<file path="src/rtl/pbk_pkg.sv">
package pbk_pkg;

  typedef enum logic [1:0] {
    OP_PLAIN   = 2'd0,
    OP_PARITY  = 2'd1,
    OP_RECOVER = 2'd2,
    OP_RSVD    = 2'd3
  } pbk_op_e;

  typedef enum logic [1:0] {
    ST_OK       = 2'd0,
    ST_UNMAPPED = 2'd1,
    ST_NOMATCH  = 2'd2,
    ST_BADOP    = 2'd3
  } pbk_sts_e;

  typedef enum logic [1:0] {
    S_IDLE   = 2'd0,
    S_STREAM = 2'd1,
    S_DRAIN  = 2'd2
  } pbk_state_e;

endpackage

</file>
<file path="src/rtl/pbk_ctrl.sv">
module pbk_ctrl
  import pbk_pkg::*;
#(
  parameter int LPN_W = 20,
  parameter int PPN_W = 24
) (
  input  logic             clk,
  input  logic             rst_n,
  input  logic             cmd_valid,
  input  logic [1:0]       cmd_op,
  input  logic [LPN_W-1:0] cmd_lpn,
  input  logic [PPN_W-1:0] cmd_ppn,
  input  logic             cmd_mapped,
  input  logic [LPN_W-1:0] bkp_lpn,
  input  logic [PPN_W-1:0] bkp_ppn,
  input  logic             bkp_pflag,
  input  logic             in_fire_last,
  input  logic             out_fire_last,
  output logic             idle,
  output logic             streaming,
  output logic [LPN_W-1:0] rec_lpn,
  output logic [PPN_W-1:0] rec_ppn,
  output logic             rec_pflag,
  output logic             sts_valid,
  output logic [1:0]       sts_code
);

  pbk_state_e       state_q, state_d;
  logic [LPN_W-1:0] lpn_q;
  logic [PPN_W-1:0] ppn_q;
  logic             pflag_q, pflag_d;
  logic             rec_en;
  logic             sts_v_q, sts_v_d;
  pbk_sts_e         sts_q, sts_d;
  logic             rec_match;

  assign rec_match = (cmd_lpn == bkp_lpn) && (cmd_ppn == bkp_ppn);

  always_comb begin
    state_d = state_q;
    pflag_d = pflag_q;
    rec_en  = 1'b0;
    sts_v_d = 1'b0;
    sts_d   = sts_q;
    unique case (state_q)
      S_IDLE: begin
        if (cmd_valid) begin
          rec_en = 1'b1;
          case (cmd_op)
            OP_PLAIN: begin
              state_d = S_STREAM;
              pflag_d = 1'b0;
            end
            OP_PARITY: begin
              state_d = S_STREAM;
              pflag_d = 1'b1;
            end
            OP_RECOVER: begin
              pflag_d = bkp_pflag;
              if (!cmd_mapped) begin
                sts_v_d = 1'b1;
                sts_d   = ST_UNMAPPED;
              end else if (!rec_match) begin
                sts_v_d = 1'b1;
                sts_d   = ST_NOMATCH;
              end else begin
                state_d = S_STREAM;
              end
            end
            default: begin
              pflag_d = 1'b0;
              sts_v_d = 1'b1;
              sts_d   = ST_BADOP;
            end
          endcase
        end
      end
      S_STREAM: begin
        if (in_fire_last) state_d = S_DRAIN;
      end
      S_DRAIN: begin
        if (out_fire_last) begin
          state_d = S_IDLE;
          sts_v_d = 1'b1;
          sts_d   = ST_OK;
        end
      end
      default: state_d = S_IDLE;
    endcase
  end

  always_ff @(posedge clk or negedge rst_n) begin
    if (!rst_n) begin
      state_q <= S_IDLE;
      sts_v_q <= 1'b0;
      sts_q   <= ST_OK;
      lpn_q   <= '0;
      ppn_q   <= '0;
      pflag_q <= 1'b0;
    end else begin
      state_q <= state_d;
      sts_v_q <= sts_v_d;
      if (sts_v_d) sts_q <= sts_d;
      if (rec_en) begin
        lpn_q   <= cmd_lpn;
        ppn_q   <= cmd_ppn;
        pflag_q <= pflag_d;
      end
    end
  end

  assign idle      = (state_q == S_IDLE);
  assign streaming = (state_q == S_STREAM);
  assign rec_lpn   = lpn_q;
  assign rec_ppn   = ppn_q;
  assign rec_pflag = pflag_q;
  assign sts_valid = sts_v_q;
  assign sts_code  = sts_q;

  AST_OK_AFTER_LAST: assert property (@(posedge clk) disable iff (!rst_n)
    (sts_v_q && sts_q == ST_OK) |-> $past(out_fire_last));

  AST_REJECT_FROM_CMD: assert property (@(posedge clk) disable iff (!rst_n)
    (sts_v_q && sts_q != ST_OK) |-> $past(cmd_valid && state_q == S_IDLE));

  AST_UNMAPPED_FIRST: assert property (@(posedge clk) disable iff (!rst_n)
    (sts_v_q && sts_q == ST_NOMATCH) |-> $past(cmd_mapped));

endmodule

</file>
<file path="src/rtl/pbk_combine.sv">
module pbk_combine #(
  parameter int DATA_W = 32,
  parameter int LANE_W = 8
) (
  input  logic              xor_en,
  input  logic [DATA_W-1:0] word_a,
  input  logic [DATA_W-1:0] word_b,
  output logic [DATA_W-1:0] word_y
);

  localparam int LANES = DATA_W / LANE_W;

  for (genvar g = 0; g < LANES; g++) begin : g_lane
    logic [LANE_W-1:0] a_l, b_l;
    assign a_l = word_a[g*LANE_W +: LANE_W];
    assign b_l = word_b[g*LANE_W +: LANE_W];
    assign word_y[g*LANE_W +: LANE_W] = xor_en ? (a_l ^ b_l) : a_l;
  end

endmodule

</file>
<file path="src/rtl/pbk_out_stage.sv">
module pbk_out_stage #(
  parameter int DATA_W = 32
) (
  input  logic              clk,
  input  logic              rst_n,
  input  logic              take,
  input  logic [DATA_W-1:0] d_word,
  input  logic              d_last,
  output logic              room,
  output logic              q_valid,
  input  logic              q_ready,
  output logic [DATA_W-1:0] q_word,
  output logic              q_last
);

  logic              v_q, v_d;
  logic [DATA_W-1:0] w_q;
  logic              l_q;

  assign room = !v_q || q_ready;

  always_comb begin
    v_d = v_q;
    if (take)         v_d = 1'b1;
    else if (q_ready) v_d = 1'b0;
  end

  always_ff @(posedge clk or negedge rst_n) begin
    if (!rst_n) begin
      v_q <= 1'b0;
      w_q <= '0;
      l_q <= 1'b0;
    end else begin
      v_q <= v_d;
      if (take) begin
        w_q <= d_word;
        l_q <= d_last;
      end
    end
  end

  assign q_valid = v_q;
  assign q_word  = w_q;
  assign q_last  = l_q;

  AST_HOLD_STALL: assert property (@(posedge clk) disable iff (!rst_n)
    (v_q && !q_ready) |=> (v_q && $stable(w_q) && $stable(l_q)));

endmodule

</file>
<file path="src/rtl/pbk_parity_engine.sv">
module pbk_parity_engine #(
  parameter int DATA_W = 32,
  parameter int LANE_W = 8,
  parameter int LPN_W  = 20,
  parameter int PPN_W  = 24
) (
  input  logic              clk,
  input  logic              rst_n,
  input  logic              cmd_valid,
  output logic              cmd_ready,
  input  logic [1:0]        cmd_op,
  input  logic [LPN_W-1:0]  cmd_lpn,
  input  logic [PPN_W-1:0]  cmd_ppn,
  input  logic              cmd_mapped,
  input  logic [LPN_W-1:0]  bkp_lpn,
  input  logic [PPN_W-1:0]  bkp_ppn,
  input  logic              bkp_pflag,
  input  logic              in_valid,
  output logic              in_ready,
  input  logic [DATA_W-1:0] in_word_a,
  input  logic [DATA_W-1:0] in_word_b,
  input  logic              in_last,
  output logic              out_valid,
  input  logic              out_ready,
  output logic [DATA_W-1:0] out_word,
  output logic              out_last,
  output logic [LPN_W-1:0]  rec_lpn,
  output logic [PPN_W-1:0]  rec_ppn,
  output logic              rec_pflag,
  output logic              sts_valid,
  output logic [1:0]        sts_code
);

  logic              idle, streaming, room;
  logic              in_fire, in_fire_last, out_fire_last;
  logic [DATA_W-1:0] mix_word;

  assign in_ready      = streaming && room;
  assign in_fire       = in_valid && in_ready;
  assign in_fire_last  = in_fire && in_last;
  assign out_fire_last = out_valid && out_ready && out_last;
  assign cmd_ready     = idle;

  pbk_ctrl #(.LPN_W(LPN_W), .PPN_W(PPN_W)) ctrl_i (
    .clk          (clk),
    .rst_n        (rst_n),
    .cmd_valid    (cmd_valid),
    .cmd_op       (cmd_op),
    .cmd_lpn      (cmd_lpn),
    .cmd_ppn      (cmd_ppn),
    .cmd_mapped   (cmd_mapped),
    .bkp_lpn      (bkp_lpn),
    .bkp_ppn      (bkp_ppn),
    .bkp_pflag    (bkp_pflag),
    .in_fire_last (in_fire_last),
    .out_fire_last(out_fire_last),
    .idle         (idle),
    .streaming    (streaming),
    .rec_lpn      (rec_lpn),
    .rec_ppn      (rec_ppn),
    .rec_pflag    (rec_pflag),
    .sts_valid    (sts_valid),
    .sts_code     (sts_code)
  );

  pbk_combine #(.DATA_W(DATA_W), .LANE_W(LANE_W)) comb_i (
    .xor_en(rec_pflag),
    .word_a(in_word_a),
    .word_b(in_word_b),
    .word_y(mix_word)
  );

  pbk_out_stage #(.DATA_W(DATA_W)) ostg_i (
    .clk    (clk),
    .rst_n  (rst_n),
    .take   (in_fire),
    .d_word (mix_word),
    .d_last (in_last),
    .room   (room),
    .q_valid(out_valid),
    .q_ready(out_ready),
    .q_word (out_word),
    .q_last (out_last)
  );

  AST_NO_IN_IDLE: assert property (@(posedge clk) disable iff (!rst_n)
    in_ready |-> !cmd_ready);

endmodule

</file>
<file path="config.mk">
export PLATFORM = sky130hd
export DESIGN_NAME = pbk_parity_engine
export DESIGN_NICKNAME = d
export VERILOG_FILES = /design/src/rtl/pbk_pkg.sv /design/src/rtl/pbk_ctrl.sv /design/src/rtl/pbk_combine.sv /design/src/rtl/pbk_out_stage.sv /design/src/rtl/pbk_parity_engine.sv
export SDC_FILE = /design/constraint.sdc
export NUM_CORES = 1
export LEC_CHECK = 0
export BUFFER_PORTS_ARGS = -buffer_cell sky130_fd_sc_hd__buf_4
export CAP_MARGIN = 15
export CORE_MARGIN = 5
export CORE_UTILIZATION = 40
export CTS_BUF_LIST = sky130_fd_sc_hd__clkbuf_8
export DETAILED_ROUTE_END_ITERATION = 8
export PLACE_DENSITY = 0.75
export SLEW_MARGIN = 5
export SYNTH_ARGS = -nofsm -noshare
export SYNTH_HDL_FRONTEND = slang
export SYNTH_SLANG_ARGS = --single-unit
</file>
<file path="constraint.sdc">
create_clock -name clk -period 1.7 [get_ports clk]
set_clock_uncertainty 0.1 [all_clocks]
set_input_delay 0.17 -clock clk [delete_from_list [all_inputs] [get_ports clk]]
set_output_delay 0.17 -clock clk [all_outputs]
set_load 0.01 [all_outputs]
</file>
# Word-level counts from Yosys, hierarchy flattened
# Cells that the tools add are included.
[word_totals]
ff_bits = 84
latch_bits = 0
mem_bits_rw = 0
mem_bits_ro = 0
out_inout_bits = 84
n_memories = 0
[classes]
add_sub_neg = 0
mul = 0
n_div = 0
magnitude_cmp = 0
eq_ne = 14
shift = 0
mux = 27
bitwise_logic = 4
n_reduce_logical = 16
[ops]
columns = ["op", "n"]
rows = [
  ["$mux W8", 4],
  ["$xor A8 B8 Y8", 4],
  ["$eq A24 B24 Y1", 1],
  ["$eq A20 B20 Y1", 1],
  ["$mux W2", 8],
  ["$pmux W2 S2", 3],
  ["$reduce_and A6 Y1", 2],
  ["$mux W1", 8],
  ["$logic_and A1 B1 Y1", 6],
  ["$ne A3 B2 Y1 const B", 2],
  ["$pmux W1 S2", 3],
  ["$pmux W2 S3", 1],
  ["$eq A2 B1 Y1 const B", 2],
  ["$eq A2 B2 Y1 const B", 2],
  ["$logic_not A2 Y1", 2],
  ["$ne A2 B1 Y1 const B", 2],
  ["$ne A2 B2 Y1 const B", 2],
  ["$ne A4 B4 Y1 const B", 1],
  ["$reduce_bool A2 Y1", 2],
  ["$ne A3 B3 Y1 const B", 1],
  ["$reduce_and A3 Y1", 1],
  ["$reduce_or A2 Y1", 1],
  ["$logic_not A1 Y1", 1],
  ["$logic_or A1 B1 Y1", 1],
]

# Logic depth before layout (Yosys ltp)
[depth]
ltp_word = 8
ltp_mapped = 7

# Cells and area by module
# From an unflattened synthesis, not the netlist that was laid out.
[hier_totals]
cells_unflattened = 428
area_unflattened_um2 = 4356.7
[by_module_without_submodules]
columns = ["mod", "instances", "cells_per_inst", "area_per_inst_um2", "seq_area_each_um2"]
rows = [
  ["pbk_ctrl", 1, 284, 2477.4, 1251.2],
  ["pbk_out_stage", 1, 73, 1415.1, 850.8],
  ["pbk_combine", 1, 67, 434.2, 0.0],
  ["pbk_parity_engine", 1, 4, 30.0, 0.0],
]

# Least setup slack after synthesis
# OpenSTA, ideal clock, no wires.
[synth_timing]
path_kind = "register -> register"
start = "register ctrl_i.state_q[1]"
end = "register ostg_i.w_q[28] (netlist: ostg_i.q_word[28])"
setup_ns = 0.123
t_arrival_ns = 1.268
required_time_ns = 1.477
setup_slack_ns = 0.209
path_stages_with_launch = 8
path_buffers = 3
synth_period_minus_slack_ns = 1.491
cell_sequence = "dfrtp_1 nand2b_1 a21oi_2 and2_1 buf_4 buf_6 buf_6 a21oi_1"
[synth_via]
elab_chain_cells = 3
[synth_rtl]
columns = ["item", "line_no", "source"]
rows = [
  ["start: declaration", "pbk_ctrl.sv:28", "pbk_state_e state_q, state_d;"],
  ["start signal: assignment", "pbk_ctrl.sv:101", "state_q <= state_d;"],
  ["$eq A2 B1 Y1", "pbk_ctrl.sv:113", "assign streaming = (state_q == S_STREAM);"],
  ["$logic_and A1 B1 Y1", "pbk_parity_engine.sv:38", "assign in_ready = streaming && room;"],
  ["named net in_ready", "pbk_parity_engine.sv:19", "output logic in_ready,"],
  ["$logic_and A1 B1 Y1", "pbk_parity_engine.sv:39", "assign in_fire = in_valid && in_ready;"],
  ["end signal: assignment", "pbk_out_stage.sv:36", "w_q <= d_word;"],
  ["end: declaration", "pbk_out_stage.sv:17", "logic [DATA_W-1:0] w_q;"],
]
# The timed path passes the listed nets, and every way through them passes these cells.
# A chain may end at the register's enable or synchronous reset.

# Worst setup path in the final report
[layout_timing]
start = "input port cmd_ppn[5]"
end = "register ctrl_i.sts_v_q (netlist: ctrl_i.sts_valid)"
[layout_via]
elab_chain_cells = 7
[layout_rtl]
columns = ["item", "line_no", "source"]
rows = [
  ["start: declaration", "pbk_parity_engine.sv:13", "input logic [PPN_W-1:0] cmd_ppn,"],
  ["$eq A24 B24 Y1", "pbk_ctrl.sv:37", "assign rec_match = (cmd_lpn == bkp_lpn) && (cmd_ppn == bkp_ppn);"],
  ["$logic_and A1 B1 Y1", "pbk_ctrl.sv:37", ""],
  ["$mux W1", "pbk_ctrl.sv:63", "end else if (!rec_match) begin"],
  ["$mux W1", "pbk_ctrl.sv:60", "if (!cmd_mapped) begin"],
  ["$pmux W1 S2", "pbk_ctrl.sv:49", "case (cmd_op)"],
  ["$mux W1", "pbk_ctrl.sv:47", "if (cmd_valid) begin"],
  ["$pmux W1 S2", "pbk_ctrl.sv:45", "unique case (state_q)"],
  ["named net ctrl_i.sts_v_d", "pbk_ctrl.sv:33", "logic sts_v_q, sts_v_d;"],
  ["end signal: assignment", "pbk_ctrl.sv:102", "sts_v_q <= sts_v_d;"],
  ["end: declaration", "pbk_ctrl.sv:33", ""],
]
# The timed path passes the listed nets, and every way through them passes these cells.

==> summary.txt <==
Status
  – Run status: completed

Detailed routing
  – Antenna-violating nets left: 0
  – Routed wire length on met3: approximately 1500 um
  – Wire length on met2: 7040 um
  – DR vias/cell: 4.73
  – Top Metal Used: met4
  – Wire length on met1: 5510 um
  – Number of iterations in the first detailed-routing pass: 5
  – Detailed-route DRC error count: 0
  – Wirelength per Cell: about 16 um
  – Via count: 4197
  – Detailed Route WL: 14400 um
  – Starting DRT DRC Count: 153

Floorplan
  – Initial core utilization: approximately two fifths
  – Total Die Area: 12500 um2
  – Core region area: 10200 um2
  – Std cell rows: 37
  – Number of top-level pins: 246
  – Horizontal extent of the die: 112 um
  – Die extent in y: 112 um

Cells and area
  – Share of cells above drive strength 1: 38.7%
  – Number of nets in the finished design: 912
  – Layout area overhead: 66.4%
  – Most common library cell in the layout ignoring fill and taps: sky130_fd_sc_hd__buf_4
  – Leading cell types in the layout, fill and taps excluded: sky130_fd_sc_hd__buf_4 (245), sky130_fd_sc_hd__nand2_1 (169), sky130_fd_sc_hd__dfrtp_1 (84)
  – Area of all placed cells without fillers: 6920 um2
  – Diode count: 0

Placement
  – DP Area: 6180 um2
  – Final GP Congestion: 0.899
  – Number of buffer cells added on primary ports: 245
  – Placement Setup Slack: -0.0342 ns
  – HPWL Detailed: 10700 um

Power and ir drop
  – P per Cell Area: 1380 nW/um2
  – Standby leakage power: 3.47 nW
  – Maximum VDD drop: about 0.68 mV

Critical path
  – Required time of the critical path: 1.82 ns
  – Element type at the critical path start: primary input
  – Longest individual stage delay on the worst path: 0.56 ns
  – Worst Setup End Kind: flip-flop
  – Worst path slowest cell: sky130_fd_sc_hd__dlygate4sd3_1
  – Kind of cell adding the most delay to the critical path: buffers and inverters
  – Crit path cell chain: dlygate4sd3_1 > buf_4 > xnor2_1 > nand4_1 > nor4_4 > a31o_1 > o21ai_1
  – Classification of the worst setup path: primary input to flip-flop
  – Crit path buf inv count: 2
  – Critical path fanouts, max: 2
  – Data arrival time of the critical path: 1.80 ns

Clock tree
  – Num CTS Buffers: 9
  – Setup repair bufs after CTS: 0
  – Post-CTS clock slew at the launch and capture registers of the worst setup and hold paths: 0.08 ns
  – H-tree lvl count: 3
  – Max Root-Sink Buffers: 2
  – Clock sink count: 84
  – Insertion delay of the later-clocked pin in the worst-skew pair: around 0.34 ns
  – Clock tree from TritonCTS: done
  – CTS Root Buffer Type: sky130_fd_sc_hd__clkbuf_8

STA
  – Pins over their slew limit: 0
  – Setup WS post-layout: roughly 0.021 ns
  – Worst-margin pin slew: 0.432 ns
  – Max transition margin: 71.2%
  – Number of hold-slack violations in the final timing report: 0
  – Achievable frequency: between 500 and 600 MHz
  – Setup violation total in the final timing report: 0
  – Total Neg Setup Slack: 0 ns
  – Part of the cycle the worst path needs: between 90% and 100%
  – Final worst path period need: 1.68 ns
  – Final worst hold slack: between 0.02 and 0.03 ns

Global route
  – Global routing usage summed across all routing layers: 22.8%
  – Maximum number of pins on one net before global-route repair: 47
  – Sum of overflow across all layers after global routing: 0
  – Global-route wire length before repair: between 20000 and 25000 um
  – Number of antenna violations at the first check in global routing: 0
  – Via count of the first global-routing pass: 4504

Yosys
  – Post-Synthesis Cells: 461
  – Synthesized area per cell: 9.02 um2
  – Post-synthesis sequential area ratio: 50.5%
  – Count of cell types in the netlist: 26
  – Synth warn: 0
  – Syn_nets: 626
  – Synth Register Bits: 84
  – Total standard cell area after synthesis: 4160 um2

Min path
  – Hold/Removal Path Class: primary input to flip-flop

Flow run
  – Max-cap viol count: 0
## path summary, 6_finish.rpt
check	start	end	slack, ns	depth (start not counted)
max	cmd_ppn[5]	ctrl_i.sts_valid	0.02	7
min	in_word_a[0]	ostg_i.q_word[0]	0.03	3
max reg2reg	ctrl_i.state_q[0]	ctrl_i.sts_code[1]	0.13	5
min reg2reg	ctrl_i.rec_lpn[0]	ctrl_i.rec_lpn[0]	0.38	2
max in group asynchronous	rst_n	ctrl_i.rec_pflag	0.67	3
min in group asynchronous	rst_n	ostg_i.q_word[2]	0.21	2
## layout make-up
cell class | instances | area (um2)
fillers | 781 | 3310
repair buffers | 297 | 2410
flip-flops and latches | 84 | 2100
multi-input cells | 352 | 2040
well taps | 136 | 170
clock buffers | 12 | 165
clock inverters | 4 | 16.3
inverters | 3 | 11.3
## sequential cells by signal, indices dropped and copies added, names as in the netlist
name,flops
ctrl_i.rec_ppn,24
ctrl_i.sts_valid,1
ctrl_i.rec_pflag,1
ctrl_i.state_q,2
ostg_i.q_word,32
ctrl_i.sts_code,2
ostg_i.q_valid,1
ostg_i.q_last,1
ctrl_i.rec_lpn,20
## what timing repair did
item | CTS | global route
hold endpoints to repair | 77 | 0
setup endpoints to repair | 0 | 4
gates resized for setup | 0 | 18
hold buffers | 47 | 0
## metrics by stage
| step | instances | power [mW] | util (%) |
|---|---|---|---|
| 6_report | 888 | 9.56 | 67.7 |
| 5_1_grt | 888 | 10.3 | 67.7 |
| 4_1_cts | 893 | 9.62 | 66.7 |
| 3_5_place_dp | 830 | 8.20 | 60.4 |
| 3_3_place_gp | 830 | 8.06 | 60.4 |
| 2_1_floorplan | 461 | 5.64 | - |
## worst min-delay path, delay by kind of cell
| family | cells | cell delay, ns |
|---|---|---|
| buffers and inverters | 1 | 0.08 |
| xor gates and xnor gates | 1 | 0.06 |
| AOI/OAI and AO/OA | 1 | 0.12 |
## synthesized netlist by cell type
library cell                 n  area [um2]
sky130_fd_sc_hd__nand2_1   169         634
sky130_fd_sc_hd__dfrtp_1    84        2100
sky130_fd_sc_hd__xnor2_1    44         385
sky130_fd_sc_hd__nor2_1     36         135
sky130_fd_sc_hd__xor2_1     32         280
sky130_fd_sc_hd__a21oi_1    27         135
sky130_fd_sc_hd__buf_2      12        60.1
sky130_fd_sc_hd__nand4_1    11        68.8
sky130_fd_sc_hd__a21oi_2     8        70.1
sky130_fd_sc_hd__clkbuf_1    5        18.8
sky130_fd_sc_hd__buf_6       4        45.0
sky130_fd_sc_hd__nand3_1     4        20.0
sky130_fd_sc_hd__ha_1        3        37.5
sky130_fd_sc_hd__inv_1       3        11.3
sky130_fd_sc_hd__nor4_2      3        37.5
sky130_fd_sc_hd__a21o_1      2        15.0
sky130_fd_sc_hd__a22o_1      2        17.5
sky130_fd_sc_hd__and2_1      2        12.5
sky130_fd_sc_hd__nor2b_1     2        12.5
sky130_fd_sc_hd__o21ai_1     2        10.0
sky130_fd_sc_hd__a31o_1      1        8.76
sky130_fd_sc_hd__a31oi_1     1        6.26
sky130_fd_sc_hd__buf_4       1        7.51
sky130_fd_sc_hd__mux2_2      1        11.3
sky130_fd_sc_hd__mux2i_1     1        10.0
sky130_fd_sc_hd__nand2b_1    1        6.26
## power by group
group,internal [mW],total (mW),switching (mW)
logic,2.33,4.74,2.41
registers,2.95,3.52,0.570
clock network,0.634,1.30,0.664
total,5.92,9.56,3.64
## metal layers
metal,GRT usage (%),up-vias
li1,-,2025
met1,26.3,1931
met2,39.0,214
met3,8.26,27
met4,8.09,0
met5,0,-
## kinds of logic (layout without fill, tap and decap cells)
| logic type | Yosys count | in the layout | share of synthesized area, % |
|---|---|---|---|
| fa+ha+maj | 3 | 3 | 0.903 |
| buf+inv | 25 | 316 | 3.43 |
| simple gates | 228 | 228 | 22.3 |
| flops | 84 | 84 | 50.5 |
| xor+xnor | 76 | 76 | 16.0 |
| mux | 2 | 2 | 0.511 |
| compound gates | 43 | 43 | 6.32 |
No activity file was read; power rests on OpenSTA's default activity.
